<file path="config.mk">
export PLATFORM = sky130hd
export DESIGN_NAME = vls_seq
export DESIGN_NICKNAME = d
export VERILOG_FILES = /design/src/rtl/vls_pkg.sv /design/src/rtl/vls_regadj.sv /design/src/rtl/vls_sprfile.sv /design/src/rtl/vls_ctrl.sv /design/src/rtl/vls_seq.sv
export SDC_FILE = /design/constraint.sdc
export NUM_CORES = 1
export LEC_CHECK = 0
export BUFFER_PORTS_ARGS = -buffer_cell sky130_fd_sc_hd__buf_2
export CAP_MARGIN = 20
export CORE_ASPECT_RATIO = 0.8
export CORE_MARGIN = 2
export CORE_UTILIZATION = 30
export CTS_CLUSTER_DIAMETER = 80
export DETAILED_ROUTE_END_ITERATION = 7
export HOLD_SLACK_MARGIN = 0.03
export PLACE_DENSITY = 0.46
export SYNTH_ARGS = -nofsm -noshare
export SYNTH_HDL_FRONTEND = slang
export SYNTH_SLANG_ARGS = --single-unit
</file>
<file path="constraint.sdc">
create_clock -name clk -period 3.6 [get_ports clk]
set_clock_uncertainty 0.05 [all_clocks]
set_input_delay 0.72 -clock clk [delete_from_list [all_inputs] [get_ports clk]]
set_output_delay 0.72 -clock clk [all_outputs]
set_load 0.02 [all_outputs]
</file>
<file path="src/rtl/vls_pkg.sv">
package vls_pkg;

    localparam int REG_W      = 7;
    localparam int NUM_OPS    = 4;
    localparam int STEP_W     = 7;
    localparam int VL_W       = STEP_W;
    localparam int STEP_LSB   = 0;
    localparam int VL_LSB     = 8;
    localparam int STATE_W    = 32;
    localparam int SPRN_W     = 10;
    localparam int SPRN_STATE = 704;
    localparam int SPRN_SAVE  = 720;
    localparam int OPS_W      = NUM_OPS * REG_W;

    typedef logic [STEP_W-1:0]  step_t;
    typedef logic [VL_W-1:0]    vl_t;
    typedef logic [STATE_W-1:0] state_t;

    typedef struct packed {
        logic [OPS_W-1:0]   base;
        logic [NUM_OPS-1:0] isvec;
    } vinstr_t;

    typedef enum logic [0:0] {
        LOOP_IDLE = 1'b0,
        LOOP_RUN  = 1'b1
    } loop_st_e;

    function automatic step_t state_step(input state_t s);
        return s[STEP_LSB +: STEP_W];
    endfunction

    function automatic vl_t state_vl(input state_t s);
        return s[VL_LSB +: VL_W];
    endfunction

endpackage

</file>
<file path="src/rtl/vls_regadj.sv">
module vls_regadj #(
    parameter int NOPS = vls_pkg::NUM_OPS,
    parameter int RW   = vls_pkg::REG_W,
    parameter int SW   = vls_pkg::STEP_W
) (
    input  logic [NOPS*RW-1:0] base_i,
    input  logic [NOPS-1:0]    vec_i,
    input  logic [SW-1:0]      step_i,
    output logic [NOPS*RW-1:0] reg_o
);
    logic [RW-1:0] step_r;
    assign step_r = RW'(step_i);

    for (genvar k = 0; k < NOPS; k++) begin : g_op
        logic [RW-1:0] b;
        assign b = base_i[k*RW +: RW];
        // modulo-2^RW wrap falls out of the truncated sum
        assign reg_o[k*RW +: RW] = vec_i[k] ? (b + step_r) : b;
    end
endmodule

</file>
<file path="src/rtl/vls_sprfile.sv">
module vls_sprfile
    import vls_pkg::*;
(
    input  logic              clk,
    input  logic              rst,
    input  logic              spr_wr,
    input  logic              spr_priv,
    input  logic [SPRN_W-1:0] spr_num,
    input  state_t            spr_wdata,
    output state_t            spr_rdata,
    input  logic              wr_allow,
    input  logic              exc_save,
    input  logic              rfe_load,
    input  logic              step_we,
    input  step_t             step_val,
    output state_t            state_q,
    output state_t            save_q
);
    logic hit_state, hit_save, wr_state, wr_save;

    assign hit_state = (spr_num == SPRN_W'(SPRN_STATE));
    assign hit_save  = (spr_num == SPRN_W'(SPRN_SAVE));
    assign wr_state  = spr_wr && wr_allow && hit_state;
    assign wr_save   = spr_wr && wr_allow && hit_save && spr_priv;

    always_ff @(posedge clk) begin
        if (rst) begin
            state_q <= '0;
        end else if (rfe_load) begin
            state_q <= save_q;
        end else if (wr_state) begin
            state_q <= spr_wdata;
        end else if (step_we) begin
            state_q[STEP_LSB +: STEP_W] <= step_val;
        end
    end

    always_ff @(posedge clk) begin
        if (rst) begin
            save_q <= '0;
        end else if (exc_save) begin
            save_q <= state_q;
        end else if (wr_save) begin
            save_q <= spr_wdata;
        end
    end

    always_comb begin
        if (hit_state)                 spr_rdata = state_q;
        else if (hit_save && spr_priv) spr_rdata = save_q;
        else                           spr_rdata = '0;
    end
endmodule

</file>
<file path="src/rtl/vls_ctrl.sv">
module vls_ctrl
    import vls_pkg::*;
(
    input  logic  clk,
    input  logic  rst,
    input  logic  dec_valid,
    input  logic  dec_ext,
    input  logic  iss_ready,
    input  logic  exc_req,
    input  logic  rfe,
    input  step_t cur_step,
    input  vl_t   cur_vl,
    output logic  run,
    output logic  iss_valid,
    output logic  ld_instr,
    output logic  step_we,
    output step_t step_val,
    output logic  exc_save,
    output logic  rfe_load,
    output logic  wr_allow,
    output logic  done,
    output logic  illegal
);
    loop_st_e st_q, st_d;
    logic     done_d, illegal_d, accept, last, empty, start;
    step_t    step_nxt;

    assign run       = (st_q == LOOP_RUN);
    assign iss_valid = run && !exc_req;
    assign accept    = iss_valid && iss_ready;
    assign step_nxt  = cur_step + STEP_W'(1);
    assign last      = (step_nxt >= STEP_W'(cur_vl));
    assign empty     = (cur_step >= STEP_W'(cur_vl));
    assign exc_save  = exc_req;

    always_comb begin
        st_d      = st_q;
        done_d    = 1'b0;
        illegal_d = 1'b0;
        ld_instr  = 1'b0;
        step_we   = 1'b0;
        step_val  = '0;
        rfe_load  = 1'b0;
        wr_allow  = 1'b0;
        start     = 1'b0;
        unique case (st_q)
            LOOP_IDLE: begin
                rfe_load = rfe && !exc_req;
                wr_allow = !exc_req && !rfe;
                start    = dec_valid && !exc_req && !rfe;
                if (start && !dec_ext) begin
                    illegal_d = 1'b1;
                end else if (start && empty) begin
                    done_d  = 1'b1;
                    step_we = 1'b1;
                end else if (start) begin
                    ld_instr = 1'b1;
                    st_d     = LOOP_RUN;
                end
            end
            LOOP_RUN: begin
                if (exc_req) begin
                    st_d = LOOP_IDLE;
                end else if (accept && last) begin
                    step_we = 1'b1;
                    done_d  = 1'b1;
                    st_d    = LOOP_IDLE;
                end else if (accept) begin
                    step_we  = 1'b1;
                    step_val = step_nxt;
                end
            end
            default: st_d = LOOP_IDLE;
        endcase
    end

    always_ff @(posedge clk) begin
        if (rst) begin
            st_q    <= LOOP_IDLE;
            done    <= 1'b0;
            illegal <= 1'b0;
        end else begin
            st_q    <= st_d;
            done    <= done_d;
            illegal <= illegal_d;
        end
    end
endmodule

</file>
<file path="src/rtl/vls_seq.sv">
module vls_seq
    import vls_pkg::*;
(
    input  logic                      clk,
    input  logic                      rst,
    input  logic                      dec_valid,
    input  logic                      dec_ext,
    input  logic [NUM_OPS*REG_W-1:0]  dec_base,
    input  logic [NUM_OPS-1:0]        dec_isvec,
    input  logic                      iss_ready,
    input  logic                      exc_req,
    input  logic                      rfe,
    input  logic                      spr_wr,
    input  logic                      spr_priv,
    input  logic [SPRN_W-1:0]         spr_num,
    input  logic [STATE_W-1:0]        spr_wdata,
    output logic [STATE_W-1:0]        spr_rdata,
    output logic                      iss_valid,
    output logic [STEP_W-1:0]         iss_step,
    output logic [NUM_OPS*REG_W-1:0]  iss_reg,
    output logic                      busy,
    output logic                      done,
    output logic                      illegal
);
    vinstr_t instr_q;
    state_t  state_q, save_q;
    step_t   cur_step, step_val;
    vl_t     cur_vl;
    logic    run, ld_instr, step_we, exc_save, rfe_load, wr_allow;

    assign cur_step = state_step(state_q);
    assign cur_vl   = state_vl(state_q);

    always_ff @(posedge clk) begin
        if (rst) begin
            instr_q <= '0;
        end else if (ld_instr) begin
            instr_q.base  <= dec_base;
            instr_q.isvec <= dec_isvec;
        end
    end

    vls_ctrl u_ctrl (
        .clk       (clk),
        .rst       (rst),
        .dec_valid (dec_valid),
        .dec_ext   (dec_ext),
        .iss_ready (iss_ready),
        .exc_req   (exc_req),
        .rfe       (rfe),
        .cur_step  (cur_step),
        .cur_vl    (cur_vl),
        .run       (run),
        .iss_valid (iss_valid),
        .ld_instr  (ld_instr),
        .step_we   (step_we),
        .step_val  (step_val),
        .exc_save  (exc_save),
        .rfe_load  (rfe_load),
        .wr_allow  (wr_allow),
        .done      (done),
        .illegal   (illegal)
    );

    vls_sprfile u_spr (
        .clk       (clk),
        .rst       (rst),
        .spr_wr    (spr_wr),
        .spr_priv  (spr_priv),
        .spr_num   (spr_num),
        .spr_wdata (spr_wdata),
        .spr_rdata (spr_rdata),
        .wr_allow  (wr_allow),
        .exc_save  (exc_save),
        .rfe_load  (rfe_load),
        .step_we   (step_we),
        .step_val  (step_val),
        .state_q   (state_q),
        .save_q    (save_q)
    );

    vls_regadj #(.NOPS(NUM_OPS), .RW(REG_W), .SW(STEP_W)) u_adj (
        .base_i (instr_q.base),
        .vec_i  (instr_q.isvec),
        .step_i (cur_step),
        .reg_o  (iss_reg)
    );

    assign iss_step = cur_step;
    assign busy     = run;
endmodule

</file>
## Word level (Yosys, flattened, before mapping)

Cells that the tools add are included.

| operators by class | value |
|---|---|
| add/subtract/negate cells | 5 |
| multipliers | 0 |
| div/mod/pow operators | 0 |
| order comparisons | 2 |
| equal/unequal tests | 2 |
| shifts and indexed selects | 0 |
| muxes and demuxes | 35 |
| bitwise gates (word level) | 1 |
| reductions and logical operators | 21 |

Operators with widths:

| operator | number |
|---|---|
| 32-bit two-way mux | 5 |
| 7-bit two-way mux | 10 |
| 7-bit adder | 4 |
| 25-bit two-way mux | 1 |
| 10-bit equality test (second input constant) | 2 |
| 1-bit two-way mux | 16 |
| 7-bit greater-or-equal comparator | 2 |
| 1-bit logical AND | 14 |
| 7-bit by 1-bit adder with 7-bit output (second input constant) | 1 |
| 1-bit case mux with 2 select lines | 3 |
| 2-bit nonzero test | 2 |
| 1-bit logical NOT | 3 |
| 3-bit nonzero test | 1 |
| 2-bit OR reduction | 1 |
| 1-bit inverter | 1 |

| word-level totals | value |
|---|---|
| flip-flop bits (word level) | 99 |
| latch bits | 0 |
| RAM bits | 0 |
| bits in read-only memories | 0 |
| input bits | 83 |
| output and inout port bits | 71 |
| memories kept | 0 |

## Depth between registers and ports, before layout

Gate-level depths: netlist (run 1).

| logic depth | value |
|---|---|
| word-level depth | 10 |
| gate-level depth with buffers | 10 |
| depth with buffers taken out | 9 |

## Hierarchy

Synthesis (run 1) repeated with hierarchy kept, for this count alone.

| unflattened totals | value |
|---|---|
| cells, all modules | 703 |
| area total of the unflattened synthesis | 6,503.7 um^2 |

Modules (own cells, without submodules):

| module | times used | cells an instance | area an instance (um^2) |
|---|---|---|---|
| vls_sprfile | 1 | 350 | 3,368.2 |
| vls_regadj | 1 | 171 | 1,361.3 |
| vls_seq | 1 | 103 | 1,163.6 |
| vls_ctrl | 1 | 79 | 610.6 |

## Worst setup path before layout (run 1)

Ideal clock, no wire load.

| timing | value |
|---|---|
| path type | input-to-output |
| start | input spr_num[8] |
| end | output spr_rdata[10] |
| data arrival time | 2.280 ns |
| setup slack | 0.550 ns |
| stages | 4 |
| cell sequence | or3b_2 -> nor4_1 -> clkbuf_1 -> a22o_1 |

| between the ends | value |
|---|---|
| longest elaborated chain between the ends | 4 |

Ends and longest elaborated chain:

| element | RTL line | RTL |
|---|---|---|
| start, declared | vls_seq.sv:15 | `input logic [SPRN_W-1:0] spr_num,` |
| 10-bit equality test | vls_sprfile.sv:22 | `assign hit_save = (spr_num == SPRN_W'(SPRN_SAVE));` |
| 1-bit logical AND | vls_sprfile.sv:50 | `else if (hit_save && spr_priv) spr_rdata = save_q;` |
| 32-bit two-way mux | vls_sprfile.sv:50 |  |
| 32-bit two-way mux (*) | vls_sprfile.sv:49 | `if (hit_state) spr_rdata = state_q;` |
| end, declared | vls_seq.sv:17 | `output logic [STATE_W-1:0] spr_rdata,` |

Mark *: on every way between the ends. The rest lies on a longest branch, timed or not.

## Worst setup path in the final report (run 1)

| timing | value |
|---|---|
| start | register u_spr.state_q[2] |
| end | output iss_reg[27] |

| between the ends | value |
|---|---|
| longest elaborated chain between the ends | 2 |

Ends and longest elaborated chain:

| element | RTL line | RTL |
|---|---|---|
| start, declared | vls_sprfile.sv:16 | `output state_t state_q,` |
| start signal, assigned | vls_sprfile.sv:30 | `state_q <= save_q;` |
| start signal, assigned | vls_sprfile.sv:32 | `state_q <= spr_wdata;` |
| start signal, assigned by index | vls_sprfile.sv:34 | `state_q[STEP_LSB +: STEP_W] <= step_val;` |
| 7-bit adder | vls_regadj.sv:18 | `assign reg_o[k*RW +: RW] = vec_i[k] ? (b + step_r) : b;` |
| 7-bit two-way mux | vls_regadj.sv:18 |  |
| end, declared | vls_seq.sv:20 | `output logic [NUM_OPS*REG_W-1:0] iss_reg,` |

No other way between the ends.

==> key figures, run 1 <==
Clocking
  • Post-CTS Resized: 0
  • CTS Sinks: 99
  • CTS H-tree lvls: 3
  • Root buf cell: clkbuf_16
  • Num CTS Buffers: 9
  • Max clock buf depth: 2
  • Post-CTS setup buffer count: 0
  • Clock Pin Slew Worst Setup and Hold Paths: 0.07 ns
  • CTS tree: yes
  • Hold-fix buffer count after cts: 0
  • Worst-skew pair later-pin latency: 0.35 ns

Worst setup path
  • Arr. time, crit path: 2.55 ns
  • Critical Path Start Type: flip-flop
  • Max incr delay on CP: 0.53 ns
  • Largest fanout on the critical path: 6
  • Reg2reg path depth: 11
  • Worst Path Required: 2.83 ns
  • Crit. End Element: primary output
  • Crit path buf inv count: 1
  • Critical path depth in cells: 7
  • Delay-heaviest family, CP: simple AND/OR/NAND/NOR gates
  • Critical-path top delay cell: dfxtp_1
  • Ordered list of cells on the worst path: ha_1, nor2b_1, o31a_1, or4_1, nand3_1, xor2_1, buf_2
  • Setup CP Type: flip-flop to primary output

Timing
  • Fmax: 301 MHz
  • WHS: 0.468 ns
  • Final min period: 3.32 ns
  • Slew HR: 44.1%
  • Unrepaired setup endpoints after global routing: false
  • Fin Setup TNS: 0 ns
  • Hold Fails Final Rpt: 0
  • Worst slew pin tran: 0.833 ns
  • Post-route clock period utilization: 92.3%
  • Final setup fails: 0
  • Max Slew Vio Count: 0

Yosys
  • Fraction of synthesized cell area taken by the top area cell type: 31.6%
  • Syn Std Cell Area: 0.00627 sq mm
  • Post-Syn Nets: 836
  • Sequential area share after synthesis: 31.6%
  • Top post-synthesis cells by area: dfxtp_1 (32%), mux2i_1 (13%), ha_1 (7.8%)
  • Post-synthesis cell count: 710
  • EDFF count, synth: 0
  • Cell taking the most area after synthesis: dfxtp_1
  • Top_reg_cell synth: dfxtp_1
  • Yosys synthesis warning count: 0
  • Post-synth ARST share: 0%
  • Yosys reg bits: 99
  • Syn_area_per_cell: 8.84 sq um
  • Synth cell types: 53

Final layout
  • ANT cells: 0
  • Area growth, synth to finish: 22.1%
  • Share of cells above drive strength 1: 24.8%
  • Final core utilization: 37.2%
  • FILL cells: 2170
  • Area of the multi-input gates: 0.00396 sq mm
  • # nets final: 964
  • Sequential cell area: 0.00198 sq mm

Drt
  • Via Count: 5562
  • Via-to-Cell Ratio: 5.00
  • Pre-antenna DRT Iters: 5
  • Final WL: 18600 um
  • DRT antenna net count: 0
  • Post-route DRC violation count: 0
  • First-iteration detailed-routing DRC count: 301
  • Wire per inst: 16.7 um

Floorplan
  • Die extent in y: 133 um
  • DIE AREA: 0.0221 sq mm
  • Area of the core: 0.0206 sq mm
  • DIE WIDTH: 166 um
  • Std-Cell Rows: 47
  • Starting Density: 30.5%
  • I/O pin total: 154

GRT
  • Largest net degree at the start of global routing: 66
  • Vias in the first global route: 5451
  • First-pass GRT wire length: 30000 um
  • GRT Total Usage: 17.0%
  • Grt ovf: 0
  • Initial antenna violation count: 0

Status
  • Status: complete, no violations

Placement
  • RD Place Congestion: 0.795
  • HPWL after DPL: 13000 um
  • Port-buffer cells: 153

Power
  • Leak: 3.45 nW
  • Tot Pwr: 2.66 mW
  • Power per Cell Area: 348 mW/mm^2
  • Peak supply drop: 0.000216 V

Flow run
  • Max-cap violations: 0

Hold path
  • Hold Path Stages: 2
  • Hold WC Path Type: flip-flop to flip-flop
==> power by group <==
group | internal (mW) | total [mW] | leakage (nW) | switching [mW]
Sequential | 1.15 | 1.20 | 0.811 | 0.0509
Clock | 0.621 | 1.09 | 0.159 | 0.471
Combinational | 0.156 | 0.371 | 2.48 | 0.215
==> cells in the final DEF, fill, tap and decap left out, drive strengths merged, types with 3 or more instances in the layout <==
master  instances
a221oi          3
mux2i          83
a21oi          19
xnor2           8
o21a            4
xor2            9
inv            26
mux2           12
buf           172
clkbuf          9
a211oi         62
o21ai           8
a22o           33
nor3           14
a21o           14
ha             39
or4             5
a22oi           6
o31a            4
nand3          14
nand2          21
nor3b           3
nor2b           7
nor4            3
dfxtp          99
a31oi           7
fa              4
nor2          116
and2            3
o211ai         13
==> worst reg2reg max path, cell delays in order, from the launching register on <==
cell and delay [ns]:
dfxtp_1 0.63, buf_4 0.25, and3_1 0.19, nand3_1 0.10, xnor2_1 0.27, ha_1 0.28, and3_1 0.18, a221o_1 0.29
a31oi_1 0.14, buf_4 0.19, nand3_1 0.10, a31oi_1 0.16
==> routing by layer <==
layer / vias to the layer above / global-route usage (%) / part of all wire, %
li1: 2865 / - / -
met1: 2581 / 24.4 / 51
met2: 103 / 26.5 / 44
met3: 13 / 3.18 / 3.9
met4: 0 / 3.91 / 1.0
met5: - / 0 / 0
==> cell families (layout without fill, tap and decap cells) <==
logic type	after synthesis	in the layout	share of synthesized area, %
flip-flops	99	99	31.6
AO/OA/AOI/OAI	178	178	21.1
adder cells (fa/ha/maj)	43	43	9.05
AND/OR/NAND/NOR	200	200	14.9
multiplexers	95	95	15.4
XOR/XNOR	17	17	2.37
buffers and inverters	78	211	5.62
==> synth_stat cells, types with 4 or more instances <==
master    number
a211oi_1      61
ha_1          39
nor2b_1        7
inv_1         23
a22oi_1        6
mux2_2        12
nand3_1       14
o211ai_1      13
clkbuf_1      34
buf_2          6
nand2_1       21
a21oi_1       19
xor2_1         9
o31a_1         4
o21ai_0        8
nor2_1       116
buf_4         10
or4_1          5
o21a_1         4
a21o_1        14
fa_1           4
mux2i_1       83
nor3_1        14
a22o_1        33
dfxtp_1       99
a31oi_1        7
xnor2_1        8
==> state kept, by name (all words and copies together) (netlist names) <==
register / count
u_ctrl.run: 1
instr_q: 32
u_spr.save_q: 32
u_ctrl.illegal: 1
u_ctrl.done: 1
u_spr.state_q: 32
==> per-stage QoR <==
step | area (sq um) | std cells | setup WS (ns)
after floorplan | 6270 | 710 | 0.550
after global placement | 7330 | 1096 | 0.529
after detailed placement | 7330 | 1096 | 0.520
after CTS | 7660 | 1112 | 0.107
after global routing | 7660 | 1112 | 0.108
final | 7660 | 1112 | 0.278
==> area by class of cell <==
class | instances | share of cell area, %
Multi-Input combinational cell | 533 | 51.7
Sequential cell | 99 | 25.9
Timing Repair Buffer | 172 | 12.5
Tap cell | 269 | 4.39
Clock buffer | 9 | 2.94
Clock inverter | 7 | 1.37
Inverter | 23 | 1.13
==> worst paths after layout <==
kind                          from                end  slack, ns
setup / recovery  u_spr.state_q[2]        iss_reg[27]       0.28
hold reg to reg   u_spr.save_q[12]  u_spr.state_q[12]       0.47
setup reg to reg  u_spr.state_q[4]   u_spr.state_q[6]       0.69
hold / removal    u_spr.save_q[12]  u_spr.state_q[12]       0.47
Power figures use the tool's default switching activity.
==> run 2: changes to the inputs <==
==> constraint.sdc (replaced) <==
create_clock -name clk -period 3.8 [get_ports clk]
set_clock_uncertainty 0.05 [all_clocks]
set_input_delay 0.76 -clock clk [delete_from_list [all_inputs] [get_ports clk]]
set_output_delay 0.76 -clock clk [all_outputs]
set_load 0.02 [all_outputs]
==> key figures, run 2 (same netlist as run 1, synthesis figures left out) <==
Status
  • Status: complete, no violations

Final layout
  • Leading cell type in the layout, fill and taps excluded: buf_2
  • Final core utilization: 36.9% (-0.27 points)
  • Post-route cell area: 0.00760 sq mm (-0.74%)
  • ANT cells: 0 (unchanged)
  • Largest registers: instr_q x32, u_spr.save_q x32, u_spr.state_q x32
  • Most frequent cells in the layout: buf_2 (152), nor2_1 (116), dfxtp_1 (99), mux2i_1 (83), a211oi_1 (61)
  • FILL cells: 2181 (+0.51%)
  • Share of cells above drive strength 1: 24.4% (-0.42 points)
  • # nets final: 962 (-0.21%)
  • Area growth, synth to finish: 21.2%
  • Final Non-Filler Cells: 1110 (-0.18%)

Drt
  • Wire per inst: 17.0 um (+1.6%)
  • Via Count: 5641 (+1.4%)
  • Final WL: 18800 um (+1.4%)
  • Via-to-Cell Ratio: 5.08 (+1.6%)
  • Post-route DRC violation count: 0 (unchanged)
  • Pre-antenna DRT Iters: 4 (-1)
  • First-iteration detailed-routing DRC count: 284 (-5.6%)
  • DRT antenna net count: 0 (unchanged)

Floorplan
  • Die extent in y: 133 um (unchanged)
  • I/O pin total: 154 (unchanged)
  • DIE WIDTH: 166 um (unchanged)
  • Std-Cell Rows: 47 (unchanged)
  • DIE AREA: 0.0221 sq mm (unchanged)
  • Area of the core: 0.0206 sq mm (unchanged)
  • Starting Density: 30.5% (unchanged)

Worst setup path
  • Reg2reg setup slack: 0.80 ns (+0.11 ns)
  • Largest fanout on the critical path: 13 (+7)
  • Critical-path top delay cell: dfxtp_1
  • Critical Path Start Type: flip-flop
  • Ordered list of cells on the worst path: ha_1, inv_1, fa_1, nor2b_1, o31a_1, or4_1, nand3_1, xor2_1, buf_2
  • Setup CP Type: flip-flop to primary output
  • Max incr delay on CP: 0.53 ns (about the same)
  • Setup crit start: u_spr.state_q[0]
  • Arr. time, crit path: 2.75 ns (+0.20 ns)
  • Crit. End Element: primary output
  • Critical path depth in cells: 9 (+2)
  • Crit path to: iss_reg[27]
  • Worst Path Required: 2.99 ns (+0.16 ns)
  • Delay-heaviest family, CP: simple AND/OR/NAND/NOR gates
  • Reg2reg path depth: 10 (-1)
  • Reg-to-Reg End: u_spr.state_q[0]
  • RR Startpoint: u_spr.state_q[0]
  • Crit path buf inv count: 2 (+1)

Timing
  • PnR worst setup slack: 0.242 ns (-0.0364 ns)
  • Final setup fails: 0 (unchanged)
  • Slew HR: 45.4% (+1.3 points)
  • Final min period: 3.56 ns
  • Hold Fails Final Rpt: 0 (unchanged)
  • WHS: 0.472 ns (+0.00420 ns)
  • Unrepaired setup endpoints after global routing: false
  • Post-route clock period utilization: 93.6%
  • Max Slew Vio Count: 0 (unchanged)
  • Fin Setup TNS: 0 ns (unchanged)
  • Fmax: 281 MHz
  • Worst slew pin tran: 0.819 ns (-0.0136 ns)

Clocking
  • Num CTS Buffers: 9 (unchanged)
  • Clock Pin Slew Worst Setup and Hold Paths: 0.07 ns (about the same)
  • Root buf cell: clkbuf_16
  • Worst-skew pair later-pin latency: 0.35 ns (about the same)
  • Max clock buf depth: 2 (unchanged)
  • Hold-fix buffer count after cts: 0 (unchanged)
  • CTS tree: yes
  • CTS H-tree lvls: 3 (unchanged)
  • Post-CTS setup buffer count: 0 (unchanged)
  • Post-CTS Resized: 0 (unchanged)
  • CTS Sinks: 99 (unchanged)

Power
  • Peak supply drop: 0.000200 V (-7.6%)
  • Leak: 3.42 nW (-0.68%)
  • Tot Pwr: 2.47 mW (-7.5%)
  • Power per Cell Area: 324 mW/mm^2 (-6.8%)

GRT
  • First-pass GRT wire length: 30300 um (+0.90%)
  • Vias in the first global route: 5482 (+0.57%)
  • Grt ovf: 0 (unchanged)
  • Initial antenna violation count: 0 (unchanged)
  • Largest net degree at the start of global routing: 70 (+6.1%)
  • GRT Total Usage: 17.1% (+0.15 points)

Placement
  • HPWL after DPL: 13200 um (+1.8%)
  • Cell Area, Placed: 0.00730 sq mm (-0.38%)
  • Pre-CTS setup slack: 0.598 ns (+0.0774 ns)
  • Placed instance count: 1094 (-0.18%)
  • Port-buffer cells: 153 (unchanged)
  • RD Place Congestion: 0.784 (-1.4%)

Flow run
  • Max-cap violations: 0 (unchanged)

Hold path
  • Hold WC Path Type: flip-flop to flip-flop
## run 2: cell count changes in the layout (fill, tap and decap cells not counted)
cell / before / now
clkbuf_8: 0 / 1
inv_8: 1 / 0
buf_4: 16 / 15
bufinv_16: 2 / 1
dfxtp_1: 98 / 99
clkinv_4: 1 / 0
dfxtp_2: 1 / 0
clkinv_2: 0 / 1
buf_12: 4 / 3
clkbuf_1: 0 / 1
## run 2: worst min path at each step
stage / start / to / slack [ns] / depth (start not counted)
global route: u_spr.save_q[27] / u_spr.save_q[27] / 0.49 / 2
floorplan: instr_q[16] / instr_q[16] / 0.43 / 2
finish: u_spr.save_q[31] / u_spr.save_q[31] / 0.47 / 2
CTS: u_spr.save_q[31] / u_spr.save_q[31] / 0.47 / 2
detailed placement: instr_q[31] / instr_q[31] / 0.45 / 2
global placement: instr_q[31] / instr_q[31] / 0.46 / 2
## run 2: area by class of cell
cell class                      count  area, sq um  area share (%)
Sequential cell                    99         1980            26.1
Clock buffer                       11          243            3.19
Tap cell                          269          337            4.43
Multi-Input combinational cell    533         3960            52.1
Timing Repair Buffer              170          933            12.3
Inverter                           23         86.3            1.14
Clock inverter                      5         60.1           0.790
## run 2: tightest hold or removal path, delay by kind of cell, from the launching register on
family | cells | cell delay, ns
AOI/OAI and AO/OA | 1 | 0.05
DFF | 1 | 0.33
and+or+nand+nor | 1 | 0.10
## run 2: power by group
group	switching [mW]	internal (mW)
logic	0.205	0.149
registers	0.0518	1.09
clock network	0.438	0.534
## run 2: routing by layer
layer	vias to the layer above	global-route usage (%)	share of wire, %	wire length (um)
met5	-	0	0	0
met4	0	4.01	1.0	196
met3	12	3.15	4.0	751
met2	118	26.7	44	8220
met1	2636	24.6	51	9680
li1	2875	-	-	-
==> run 3: changes to the inputs <==
==> constraint.sdc (replaced) <==
create_clock -name clk -period 4 [get_ports clk]
set_clock_uncertainty 0.05 [all_clocks]
set_input_delay 0.8 -clock clk [delete_from_list [all_inputs] [get_ports clk]]
set_output_delay 0.8 -clock clk [all_outputs]
set_load 0.02 [all_outputs]
==> key figures, run 3 (same netlist as run 1, synthesis figures left out) <==
Status
  • Status: complete, no violations

GRT
  • Grt ovf: 0 (unchanged)
  • Largest net degree at the start of global routing: 65 (-7.1%)
  • Vias in the first global route: 5356 (-2.3%)
  • First-pass GRT wire length: 29600 um (-2.3%)
  • GRT Total Usage: 16.7% (-0.46 points)
  • Initial antenna violation count: 0 (unchanged)

Worst setup path
  • Max incr delay on CP: 0.51 ns (-0.02 ns)
  • Crit. End Element: primary output
  • Worst Path Required: 3.15 ns (+0.16 ns)
  • Largest fanout on the critical path: 13 (unchanged)
  • Reg2reg setup slack: 1.05 ns (+0.25 ns)
  • Arr. time, crit path: 2.74 ns (about the same)
  • Critical Path Start Type: flip-flop
  • Setup CP Type: flip-flop to primary output
  • Reg2reg path depth: 10 (unchanged)
  • RR Startpoint: u_spr.state_q[0]
  • Critical-path top delay cell: dfxtp_1
  • Reg-to-Reg End: u_spr.state_q[4]
  • Ordered list of cells on the worst path: ha_1, inv_1, fa_1, nor2b_1, o31a_1, or4_1, nand3_1, xor2_1, buf_2

Drt
  • Metal1 wirelength: 9610 um (-0.74%)
  • Post-route DRC violation count: 0 (unchanged)
  • Wire per inst: 16.8 um (-0.97%)
  • First-iteration detailed-routing DRC count: 304 (+7.0%)
  • Final WL: 18600 um (-1.1%)
  • Met2 wire len: 8010 um (-2.6%)
  • Via-to-Cell Ratio: 5.04 (-0.78%)
  • Pre-antenna DRT Iters: 5 (+1)
  • Via Count: 5592 (-0.87%)
  • Highest routed layer: met4
  • Metal3 WL: 848 um (+13%)
  • DRT antenna net count: 0 (unchanged)

Placement
  • HPWL after DPL: 12900 um (-1.9%)
  • Cell Area, Placed: 0.00728 sq mm (-0.27%)
  • Port-buffer cells: 153 (unchanged)
  • RD Place Congestion: 0.765 (-2.4%)

Clocking
  • Root buf cell: clkbuf_16
  • Post-CTS setup buffer count: 0 (unchanged)
  • CTS tree: yes
  • Num CTS Buffers: 9 (unchanged)
  • Hold-fix buffer count after cts: 0 (unchanged)
  • Max clock buf depth: 2 (unchanged)
  • CTS H-tree lvls: 3 (unchanged)
  • CTS Sinks: 99 (unchanged)
  • Post-CTS Resized: 0 (unchanged)
  • Worst-skew pair later-pin latency: 0.35 ns (about the same)
  • Clock Pin Slew Worst Setup and Hold Paths: 0.08 ns (about the same)

Hold path
  • Hold Path Stages: 2 (unchanged)
  • Hold WC Path Type: flip-flop to flip-flop
  • Hold_sp: u_spr.save_q[5]
  • Worst Hold Path EP: u_spr.save_q[5]

Final layout
  • Post-route cell area: 0.00763 sq mm (+0.33%)
  • Share of cells above drive strength 1: 24.4% (+0.029 points)
  • # nets final: 961 (-0.10%)
  • Final core utilization: 37.1% (+0.12 points)
  • ANT cells: 0 (unchanged)
  • Largest registers: instr_q x32, u_spr.save_q x32, u_spr.state_q x32
  • Most frequent cells in the layout: buf_2 (152), nor2_1 (116), dfxtp_1 (99), mux2i_1 (83), a211oi_1 (61)
  • Area growth, synth to finish: 21.6%
  • Leading cell type in the layout, fill and taps excluded: buf_2

Timing
  • Final min period: 3.59 ns
  • Post-route clock period utilization: 89.7%
  • Fin Setup TNS: 0 ns (unchanged)
  • Slew HR: 41.6% (-3.8 points)
  • Final setup fails: 0 (unchanged)
  • Worst slew pin tran: 0.876 ns (+0.0570 ns)
  • Fmax: 279 MHz
  • WHS: 0.471 ns (-0.00161 ns)
  • Hold Fails Final Rpt: 0 (unchanged)
  • Max Slew Vio Count: 0 (unchanged)
  • Unrepaired setup endpoints after global routing: false

Floorplan
  • Starting Density: 30.5% (unchanged)
  • DIE AREA: 0.0221 sq mm (unchanged)
  • DIE WIDTH: 166 um (unchanged)
  • I/O pin total: 154 (unchanged)
  • Std-Cell Rows: 47 (unchanged)
  • Area of the core: 0.0206 sq mm (unchanged)
  • Die extent in y: 133 um (unchanged)

Flow run
  • Max-cap violations: 0 (unchanged)

Power
  • Power per Cell Area: 321 mW/mm^2 (-1.0%)
  • Tot Pwr: 2.45 mW (-0.68%)
  • Leak: 3.43 nW (+0.20%)
  • Peak supply drop: 0.000240 V (+20%)
run 3: layout make-up:
cell class                      count  area, sq um
Clock buffer                        9          225
Multi-Input combinational cell    533         3960
Clock inverter                      7          123
Fill cell                        2178        13000
Tap cell                          269          337
Timing Repair Buffer              169          913
Inverter                           23         86.3
Sequential cell                    99         1980
run 3: report_power, final:
group          leakage (nW)  internal, mW  switching (mW)
logic                  2.46         0.140           0.191
clock network         0.163         0.617           0.420
registers             0.810          1.03          0.0475
total                  3.43          1.79           0.658
run 3: per-layer routing:
metal  GRT usage [%]  up-vias
li1                -     2858
met1            24.6     2588
met2            25.1      135
met3            3.65       11
met4            3.19        0
met5               0        -
run 3: worst max-delay path by stage:
| stage | startpoint | depth (start not counted) | slack (ns) | to |
|---|---|---|---|---|
| after CTS | u_spr.state_q[0] | 9 | 0.40 | iss_reg[27] |
| after global placement | spr_num[8] | 6 | 0.70 | spr_rdata[8] |
| after global routing | u_spr.state_q[0] | 9 | 0.23 | iss_reg[27] |
| after detailed placement | spr_num[8] | 6 | 0.68 | spr_rdata[2] |
| final | u_spr.state_q[0] | 9 | 0.41 | iss_reg[27] |
| after floorplan | spr_num[8] | 4 | 0.79 | spr_rdata[10] |
run 3: critical path: cells and delay by family, from the launching register on:
| family | cells | cell delay [ns] |
|---|---|---|
| compound gates | 1 | 0.26 |
| xor+xnor | 1 | 0.16 |
| fa+ha+maj | 2 | 0.53 |
| buf+inv | 2 | 0.25 |
| flops | 1 | 0.51 |
| simple gates | 3 | 0.68 |
run 3: through the flow:
stage	setup slack, ns	std cells
global route	0.229	1109
finish	0.412	1109
global placement	0.701	1093
floorplan	0.790	710
detailed placement	0.682	1093
CTS	0.396	1109
